**src/rtl/exc_link_pkg.sv**
```systemverilog
package exc_link_pkg;

    localparam int unsigned NUM_CAUSES = 6;

    localparam int unsigned BIT_SWI   = 0;
    localparam int unsigned BIT_UNDEF = 1;
    localparam int unsigned BIT_IRQ   = 2;
    localparam int unsigned BIT_FIQ   = 3;
    localparam int unsigned BIT_PABT  = 4;
    localparam int unsigned BIT_DABT  = 5;

    // highest priority first
    localparam int unsigned PRIO_ORDER [NUM_CAUSES] =
        '{BIT_DABT, BIT_FIQ, BIT_IRQ, BIT_PABT, BIT_UNDEF, BIT_SWI};

    typedef enum logic [2:0] {
        C_NONE  = 3'd0,
        C_SWI   = 3'd1,
        C_UNDEF = 3'd2,
        C_IRQ   = 3'd3,
        C_FIQ   = 3'd4,
        C_PABT  = 3'd5,
        C_DABT  = 3'd6
    } cause_e;

    typedef enum logic [1:0] {
        ST_IDLE   = 2'd0,
        ST_HELD   = 2'd1,
        ST_RETURN = 2'd2
    } state_e;

    function automatic logic is_async_bit(int unsigned b);
        return (b == BIT_IRQ) || (b == BIT_FIQ);
    endfunction

    // causes taken after the fetch PC has moved one more instruction
    function automatic logic pc_advanced(cause_e c);
        return (c == C_IRQ) || (c == C_FIQ) || (c == C_DABT);
    endfunction

endpackage

```
**src/rtl/exc_cause_arb.sv**
```systemverilog
module exc_cause_arb
    import exc_link_pkg::*;
(
    input  logic [NUM_CAUSES-1:0] cause_req,
    input  logic                  instr_done,
    output logic [NUM_CAUSES-1:0] grant,
    output cause_e                grant_code
);

    logic [NUM_CAUSES-1:0] eligible;

    for (genvar g = 0; g < NUM_CAUSES; g++) begin : g_elig
        if (is_async_bit(g)) begin : g_async
            assign eligible[g] = cause_req[g] & instr_done;
        end else begin : g_sync
            assign eligible[g] = cause_req[g];
        end
    end

    always_comb begin
        logic found;
        found = 1'b0;
        grant = '0;
        for (int k = 0; k < NUM_CAUSES; k++) begin
            if (!found && eligible[PRIO_ORDER[k]]) begin
                grant[PRIO_ORDER[k]] = 1'b1;
                found = 1'b1;
            end
        end
    end

    always_comb begin
        grant_code = C_NONE;
        for (int i = 0; i < NUM_CAUSES; i++) begin
            if (grant[i]) grant_code = cause_e'(3'(i + 1));
        end
    end

endmodule

```
**src/rtl/exc_addr_calc.sv**
```systemverilog
module exc_addr_calc
    import exc_link_pkg::*;
#(
    parameter int unsigned ADDR_W      = 32,
    parameter int unsigned INSTR_BYTES = 4
) (
    input  logic [ADDR_W-1:0] fetch_pc,
    input  cause_e            take_cause,
    input  cause_e            held_cause,
    input  logic [ADDR_W-1:0] held_link,
    output logic [ADDR_W-1:0] link_next,
    output logic [ADDR_W-1:0] resume_next
);

    localparam logic [ADDR_W-1:0] STEP       = ADDR_W'(INSTR_BYTES);
    localparam logic [ADDR_W-1:0] ALIGN_MASK = STEP - 1'b1;

    logic [ADDR_W-1:0] taken_pc;
    logic [ADDR_W-1:0] back_off;

    always_comb begin
        taken_pc  = pc_advanced(take_cause) ? (fetch_pc + STEP) : fetch_pc;
        link_next = (taken_pc - STEP) & ~ALIGN_MASK;
    end

    always_comb begin
        unique case (held_cause)
            C_SWI, C_UNDEF:        back_off = '0;
            C_IRQ, C_FIQ, C_PABT:  back_off = STEP;
            C_DABT:                back_off = STEP << 1;
            default:               back_off = '0;
        endcase
        resume_next = (held_link - back_off) & ~ALIGN_MASK;
    end

endmodule

```
**src/rtl/exc_link_fsm.sv**
```systemverilog
module exc_link_fsm
    import exc_link_pkg::*;
(
    input  logic   clk,
    input  logic   rst_n,
    input  logic   take,
    input  logic   ret_req,
    output state_e state,
    output logic   capture_en,
    output logic   return_en
);

    state_e state_nx;

    always_ff @(posedge clk or negedge rst_n) begin
        if (!rst_n) state <= ST_IDLE;
        else        state <= state_nx;
    end

    always_comb begin
        state_nx   = state;
        capture_en = 1'b0;
        return_en  = 1'b0;
        unique case (state)
            ST_IDLE: begin
                if (take) begin
                    capture_en = 1'b1;
                    state_nx   = ST_HELD;
                end
            end
            ST_HELD: begin
                if (ret_req) begin
                    return_en = 1'b1;
                    state_nx  = ST_RETURN;
                end
            end
            ST_RETURN: state_nx = ST_IDLE;
            default:   state_nx = ST_IDLE;
        endcase
    end

    a_r9_return_one_cycle: assert property (@(posedge clk) disable iff (!rst_n)
        (state == ST_RETURN) |=> (state == ST_IDLE));

    a_r10_held_waits: assert property (@(posedge clk) disable iff (!rst_n)
        (state == ST_HELD && !ret_req) |=> (state == ST_HELD));

endmodule

```
**src/rtl/exc_link_gen.sv**
```systemverilog
module exc_link_gen
    import exc_link_pkg::*;
#(
    parameter int unsigned ADDR_W      = 32,
    parameter int unsigned INSTR_BYTES = 4
) (
    input  logic              clk,
    input  logic              rst_n,
    input  logic [31:0]       exec_addr,
    input  logic [31:0]       fetch_pc,
    input  logic              exc_valid,
    input  logic [5:0]        cause_req,
    input  logic              instr_done,
    input  logic              ret_req,
    output logic              vec_req,
    output logic [2:0]        vec_cause,
    output logic [31:0]       link_out,
    output logic              resume_valid,
    output logic [31:0]       resume_pc
);

    localparam logic [ADDR_W-1:0] STEP       = ADDR_W'(INSTR_BYTES);
    localparam logic [ADDR_W-1:0] ALIGN_MASK = STEP - 1'b1;
    localparam logic [ADDR_W-1:0] PIPE_AHEAD = STEP << 1;
    localparam logic [NUM_CAUSES-1:0] SYNC_MASK =
        ~((NUM_CAUSES'(1) << BIT_IRQ) | (NUM_CAUSES'(1) << BIT_FIQ));

    logic [NUM_CAUSES-1:0] grant;
    cause_e                grant_code;
    state_e                state;
    logic                  capture_en;
    logic                  return_en;
    logic [ADDR_W-1:0]     link_next;
    logic [ADDR_W-1:0]     resume_next;
    logic [ADDR_W-1:0]     link_q;
    logic [ADDR_W-1:0]     resume_q;
    cause_e                cause_q;
    logic                  vec_q;

    exc_cause_arb u_arb (
        .cause_req  (cause_req),
        .instr_done (instr_done),
        .grant      (grant),
        .grant_code (grant_code)
    );

    exc_addr_calc #(
        .ADDR_W      (ADDR_W),
        .INSTR_BYTES (INSTR_BYTES)
    ) u_calc (
        .fetch_pc    (fetch_pc),
        .take_cause  (grant_code),
        .held_cause  (cause_q),
        .held_link   (link_q),
        .link_next   (link_next),
        .resume_next (resume_next)
    );

    exc_link_fsm u_fsm (
        .clk        (clk),
        .rst_n      (rst_n),
        .take       (exc_valid && (grant != '0)),
        .ret_req    (ret_req),
        .state      (state),
        .capture_en (capture_en),
        .return_en  (return_en)
    );

    always_ff @(posedge clk or negedge rst_n) begin
        if (!rst_n) begin
            link_q   <= '0;
            cause_q  <= C_NONE;
            resume_q <= '0;
            vec_q    <= 1'b0;
        end else begin
            vec_q <= capture_en;
            if (capture_en) begin
                link_q  <= link_next;
                cause_q <= grant_code;
            end
            if (return_en) resume_q <= resume_next;
        end
    end

    always_comb begin
        vec_req      = vec_q;
        vec_cause    = cause_q;
        link_out     = link_q;
        resume_pc    = resume_q;
        resume_valid = (state == ST_RETURN);
    end

    // input relation the link arithmetic relies on
    a_r1_pipe_relation: assert property (@(posedge clk) disable iff (!rst_n)
        exc_valid |-> (fetch_pc == exec_addr + PIPE_AHEAD));

    a_r6_single_grant: assert property (@(posedge clk) disable iff (!rst_n)
        $onehot0(grant));

    a_r6_dabt_wins: assert property (@(posedge clk) disable iff (!rst_n)
        (state == ST_IDLE && exc_valid && cause_req[BIT_DABT]) |=>
        (vec_req && vec_cause == C_DABT));

    a_r7_defer_irq: assert property (@(posedge clk) disable iff (!rst_n)
        (state == ST_IDLE && exc_valid && !instr_done &&
         (cause_req & SYNC_MASK) == '0) |=> !vec_req);

    a_r8_vec_pulse: assert property (@(posedge clk) disable iff (!rst_n)
        vec_req |=> !vec_req);

    a_r8_link_hold: assert property (@(posedge clk) disable iff (!rst_n)
        (state == ST_HELD) |=> ($stable(link_out) && $stable(vec_cause)));

    a_r9_resume_follows: assert property (@(posedge clk) disable iff (!rst_n)
        (state == ST_HELD && ret_req) |=> resume_valid);

    a_r9_resume_pulse: assert property (@(posedge clk) disable iff (!rst_n)
        resume_valid |=> !resume_valid);

    a_r10_busy_no_take: assert property (@(posedge clk) disable iff (!rst_n)
        (state != ST_IDLE) |=> !vec_req);

    a_r5_dabt_resume: assert property (@(posedge clk) disable iff (!rst_n)
        (resume_valid && vec_cause == C_DABT) |-> (resume_pc == link_out - PIPE_AHEAD));

    a_r11_align: assert property (@(posedge clk) disable iff (!rst_n)
        ((link_out & ALIGN_MASK) == '0) && ((resume_pc & ALIGN_MASK) == '0));

endmodule

```
**config.mk**
```make
export PLATFORM = sky130hd
export DESIGN_NAME = exc_link_gen
export DESIGN_NICKNAME = d
export VERILOG_FILES = /design/src/rtl/exc_link_pkg.sv /design/src/rtl/exc_cause_arb.sv /design/src/rtl/exc_addr_calc.sv /design/src/rtl/exc_link_fsm.sv /design/src/rtl/exc_link_gen.sv
export SDC_FILE = /design/constraint.sdc
export NUM_CORES = 1
export LEC_CHECK = 0
export ABC_CLOCK_PERIOD_IN_PS = 3540
export BUFFER_PORTS_ARGS = -buffer_cell sky130_fd_sc_hd__buf_2
export CORE_MARGIN = 1.5
export CORE_UTILIZATION = 40
export CTS_CLUSTER_SIZE = 12
export DETAILED_ROUTE_END_ITERATION = 10
export PLACE_DENSITY = 0.64
export REMOVE_ABC_BUFFERS = 1
export SLEW_MARGIN = 20
export SYNTH_ARGS = -nofsm -noshare
export SYNTH_HDL_FRONTEND = slang
export SYNTH_SLANG_ARGS = --single-unit
```
**constraint.sdc**
```tcl
create_clock -name clk -period 3.54 [get_ports clk]
set_input_delay 0.354 -clock clk [delete_from_list [all_inputs] [get_ports clk]]
set_output_delay 0.354 -clock clk [all_outputs]
set_load 0.02 [all_outputs]
```
After elaboration in Yosys (flattened, before gate mapping)
Cells that the tools add are included.
{"block": "totals", "ff_bits": 66, "latch_bits": 0, "ram_bits": 0, "rom_bits": 0, "in_bits": 75, "elab_cells": 63, "memories": 0}
{"block": "classes", "add_sub_neg": 3, "n_mul": 0, "div_mod_pow": 0, "order_cmp": 0, "n_eq_ne": 11, "n_shift": 0, "muxes": 25, "bitwise_logic": 2, "reduce_logical": 17}
{"operator": "$add A32 B3 Y32 const B", "n": 1}
{"operator": "$mux W32", "n": 1}
{"operator": "$sub A32 B3 Y32 const B", "n": 1}
{"operator": "$sub A32 B4 Y32", "n": 1}
{"operator": "$eq A3 B3 Y1 const B", "n": 5}
{"operator": "$mux W1", "n": 15}
{"operator": "$mux W3", "n": 3}
{"operator": "$mux W2", "n": 4}
{"operator": "$pmux W4 S2", "n": 1}
{"operator": "$eq A3 B2 Y1 const B", "n": 2}
{"operator": "$logic_and A1 B1 Y1", "n": 6}
{"operator": "$reduce_bool A6 Y1", "n": 1}
{"operator": "$logic_not A1 Y1", "n": 5}
{"operator": "$pmux W2 S2", "n": 1}
{"operator": "$reduce_or A3 Y1", "n": 1}
{"operator": "$and A1 B1 Y1", "n": 2}
{"operator": "$eq A2 B1 Y1 const B", "n": 1}
{"operator": "$eq A2 B2 Y1 const B", "n": 1}
{"operator": "$logic_not A2 Y1", "n": 1}
{"operator": "$logic_or A1 B1 Y1", "n": 2}
{"operator": "$ne A2 B1 Y1 const B", "n": 1}
{"operator": "$ne A2 B2 Y1 const B", "n": 1}
{"operator": "$reduce_and A2 Y1", "n": 1}

Logic depth before layout (Yosys ltp)
{"block": "depth", "word_depth": 27, "ltp_mapped": 13, "ltp_nobuf": 12}

Hierarchy
From an unflattened synthesis, not the netlist that was laid out.
{"block": "unflattened", "hier_cells": 488, "hier_area_um2": 4901.0}
{"module": "exc_link_gen", "instances": 1, "cells_per_inst": 146, "area_each_um2": 2524.9, "seq_area_each_um2": 1701.6}
{"module": "exc_addr_calc", "instances": 1, "cells_per_inst": 318, "area_each_um2": 2178.3, "seq_area_each_um2": 0.0}
{"module": "exc_cause_arb", "instances": 1, "cells_per_inst": 17, "area_each_um2": 108.9, "seq_area_each_um2": 0.0}
{"module": "exc_link_fsm", "instances": 1, "cells_per_inst": 7, "area_each_um2": 88.8, "seq_area_each_um2": 50.0}

Least setup slack after synthesis
Ideal clock, no wire load.
{"block": "synth_path", "kind": "reg-to-reg", "start": "reg cause_q[2], in the netlist vec_cause[2]", "end": "reg resume_q[26], in the netlist resume_pc[26]", "arrival_time_ns": 2.876, "required_ns": 3.411, "setup_slack_ns": 0.535, "path_stages_with_launch": 14, "path_buffers": 1, "synth_period_minus_slack_ns": 3.005, "cell_sequence": "dfrtp_1 nand2_1 or2_2 inv_1 fa_1 nand2b_1 or3_1 or3_1 nand2b_1 or2_1 clkbuf_1 and4bb_2 xnor2_1 o21ai_1"}
{"block": "synth_between", "elab_chain_len": 4, "word_cells_on_any_way": 7, "classes_between": "add/sub: 1; eq/ne: 4; mux: 1; reduce/logical: 1"}
{"element": "start: declaration", "line": "exc_link_gen.sv:37", "text": "cause_e cause_q;"}
{"element": "start signal: assignment", "line": "exc_link_gen.sv:79", "text": "cause_q <= grant_code;"}
{"element": "$eq A3 B2 Y1 or $eq A3 B3 Y1 (tied branches)", "line": "exc_addr_calc.sv:27", "text": "unique case (held_cause)"}
{"element": "$reduce_or A3 Y1", "line": "exc_addr_calc.sv:27"}
{"element": "$pmux W4 S2 *", "line": "exc_addr_calc.sv:27"}
{"element": "$sub A32 B4 Y32 *", "line": "exc_addr_calc.sv:33", "text": "resume_next = (held_link - back_off) & ~ALIGN_MASK;"}
{"element": "end signal: assignment", "line": "exc_link_gen.sv:81", "text": "if (return_en) resume_q <= resume_next;"}
{"element": "end: declaration", "line": "exc_link_gen.sv:36", "text": "logic [ADDR_W-1:0] resume_q;"}
Mark *: on every way between the ends. The rest lies on a longest branch, timed or not.
A chain may end at the register's enable or synchronous reset.

Final worst setup path
Ends and elaborated chain as after synthesis.

==> summary.md <==
| Metric | Value |
|---|---|
| Gpl congestion | 0.891 |
| Final wirelength | 11300 um |
| Number of global-route vias before repair | ~3900 |
| Root Driver | clkbuf_16 |
| #FFs+latches synth | between 60 and 70 |
| Ys flop type | dfrtp_1 |
| Top Ports | 144 |
| Final ANT Viol Nets | 0 |
| Cell with the most instances after synthesis | nand2_1 |
| Synth cell types | 77 |
| Clock Skews | approximately 0.0055 ns |
| Grt total ovfl | 0 |
| Reg-to-reg slack, setup | 0.46 ns |
| Fillcell total | 1104 |
| Hold Crit Class | input port to async pin |
| Worst-Margin Slew | 0.761 ns |
| Vert. Die Dim | ~110 um |
| Drc violations | 12 |
| Crit-path max FO | 7 |
| Status | finished, violations left |
| Synth top area cells | dfrtp_1, xnor2_1, nand2_1, o21ai_0, nor2_1 |
| Max cap viols | 0 |
| First-pass GRT wire length | roughly 19000 um |
| CTS Sinks | 66 |
| Clock Path Buffers | 2 |
| Minimum clock period | 3.08 ns |
| # rows | 39 |
| Pin count of the biggest net entering global routing | 52 |
| Syn_area_per_cell | 8.70 um2 |
| CP Data Required Time | 3.72 ns |
| PD cells | 682 nW/um2 |
| Unrepaired setup endpoints after global routing | false |
| CP arrival | 3.25 ns |
| Kind of critical path | flop to flop |
| Register area share after synthesis | 34.6% |
| EDFF count, synth | 0 |
| Violated checks | DRC |
| Port Buffers | 105 |
| Antenna cell count | 0 |
| WL/cell | 14.3 um |
| Die Area | 12600 um2 |
| H-tree lvl count | 3 |
| Final hold viol count | 0 |
| Mapped Cells | 548 |
| Peak VDD IR | 0.250 mV |
| Initial drt markers | 180 |
| Ys async rst share | between 90% and 100% |
| Hold WS | 0.0188 ns |
| YS warnings | 0 |
| Post-CTS Hold Buffers | 0 |
| Post-CTS Setup Bufs | 0 |
| Vias per cell | 5.23 |
| Initial antenna violation count | 0 |
| Clk slew on worst S/H paths | 0.05 ns |
| Global Route Usage Sum | 18.6% |
| Placeable Area | 11500 um2 |
| DR pass1 iterations | 8 |
| Via count | 4135 |
| Resize count post-CTS | 0 |
| CTS Buf Count | 9 |
| Static leakage | roughly 2.4 nW |
| Dominant cell type by area after synthesis | dfrtp_1 |
| Setup TNS | 0 ns |
| Mapped cell area | 4770 um2 |
| Area Overhead vs Synth | 19.4% |
| CTS tree | built |
| Slew HR | approximately half |
| Slew Viols, Final | 0 |
| Synth cell count leaders | nand2_1, dfrtp_1, o21ai_0, xnor2_1, nor2_1 |
| Post-route clock period utilization | between 80% and 90% |
| Max Fclk | 325 MHz |
| Worst skew pair latency | 0.32 ns |
| Setup crit start kind | flop |
| Synth top area share | 34.6% |
| Die width | 112 um |
| Nets@finish | 723 |
| Fraction of layout cells with a size suffix above 1 | approximately 26% |
| Initial core utilization | 41.4% |
| Finish-stage setup viols | 0 |
| HPWL Detailed | 9000 um |
| Critical path capture point type | flop |
-- sequential cells by signal, indices dropped and copies added, names as in the netlist --
signal	flops
resume_pc	30
u_fsm.state	2
vec_cause	3
vec_req	1
link_out	30
-- kinds of logic after synthesis --
kind of cell | Yosys count | synth area share, %
other | 1 | 0.0786
AOI/OAI and AO/OA | 123 | 18.5
muxes | 9 | 2.33
DFF | 66 | 34.6
xor gates and xnor gates | 68 | 12.6
and+or+nand+nor | 232 | 26.0
buffers and inverters | 44 | 4.30
adders and majority gates | 5 | 1.47
-- worst max-delay path, cell delays in order, from the launching register on --
cell and delay [ns]:
dfrtp_1 0.40, mux2i_1 0.22, ha_1 0.21, fa_1 0.20
nand2b_1 0.08, or3_1 0.36, or3_1 0.44, nand2b_1 0.19
or2_1 0.30, and4bb_2 0.33, xnor2_1 0.12, o21ai_1 0.07
-- final timing paths --
check,startpoint,end,depth (start not counted)
max,vec_cause[2]$_DFFE_PN0P_,resume_pc[26]$_DFFE_PN0P_,11
min,rst_n,vec_cause[2]$_DFFE_PN0P_,1
min in group clk,ret_req,u_fsm.state[0]$_DFFE_PN0P_,2
max reg2reg,vec_cause[2]$_DFFE_PN0P_,resume_pc[26]$_DFFE_PN0P_,11
min reg2reg,resume_pc[7]$_DFFE_PN0P_,resume_pc[7]$_DFFE_PN0P_,2
max in group asynchronous,rst_n,resume_pc[30]$_DFFE_PN0P_,2
-- metal layers --
metal  vias to the layer above  share of wire, %  GRT usage, %
met2                        89                44          28.8
met3                        17               3.8          3.35
met4                         0               2.1          7.76
met1                      1895                50          25.8
li1                       2134                 -             -
met5                         -                 0             0
-- cells in the final DEF (no fill, tap or decap), drive strengths merged, types with 7 or more instances in the layout --
cell    netlist  layout
nand3        13      13
or3          10      10
nand2        87      87
a21oi        11      11
nand4        14      14
buf          14     111
clkbuf       16       9
nor2         37      37
a31oi         8       8
xnor2        55      55
xor2         13      13
dfrtp        66      66
nor4         11      11
nor3         14      14
o21ai        61      61
mux2i         8       8
a211oi        8       8
and3          7       7
nor2b         7       7
inv          14      14
-- stage by stage --
step	util, %	instances	setup slack [ns]	cell area (um2)	power, mW
global route	49.4	790	0.162	5690	4.15
finish	49.4	790	0.465	5690	3.88
global placement	46.7	775	0.458	5380	2.95
detailed placement	46.7	775	0.413	5380	3.00
CTS	49.4	790	0.456	5690	3.92
floorplan	-	521	0.524	4630	2.38
-- layout make-up --
| type | instances | area, um2 | area share [%] |
|---|---|---|---|
| repair buffers | 111 | 573 | 10.1 |
| clock inverters | 6 | 82.6 | 1.45 |
| inverters | 14 | 52.6 | 0.923 |
| well taps | 143 | 179 | 3.14 |
| clock buffers | 9 | 225 | 3.96 |
| flip-flops and latches | 66 | 1650 | 29.0 |
| multi-input cells | 441 | 2930 | 51.5 |
-- report_power, final --
| part | internal, mW | switching [mW] | total, mW |
|---|---|---|---|
| Combinational | 0.580 | 0.997 | 1.58 |
| Clock | 0.607 | 0.299 | 0.906 |
| Sequential | 1.08 | 0.320 | 1.40 |
| Total | 2.27 | 1.62 | 3.88 |
(Power assumes the default switching activity.)
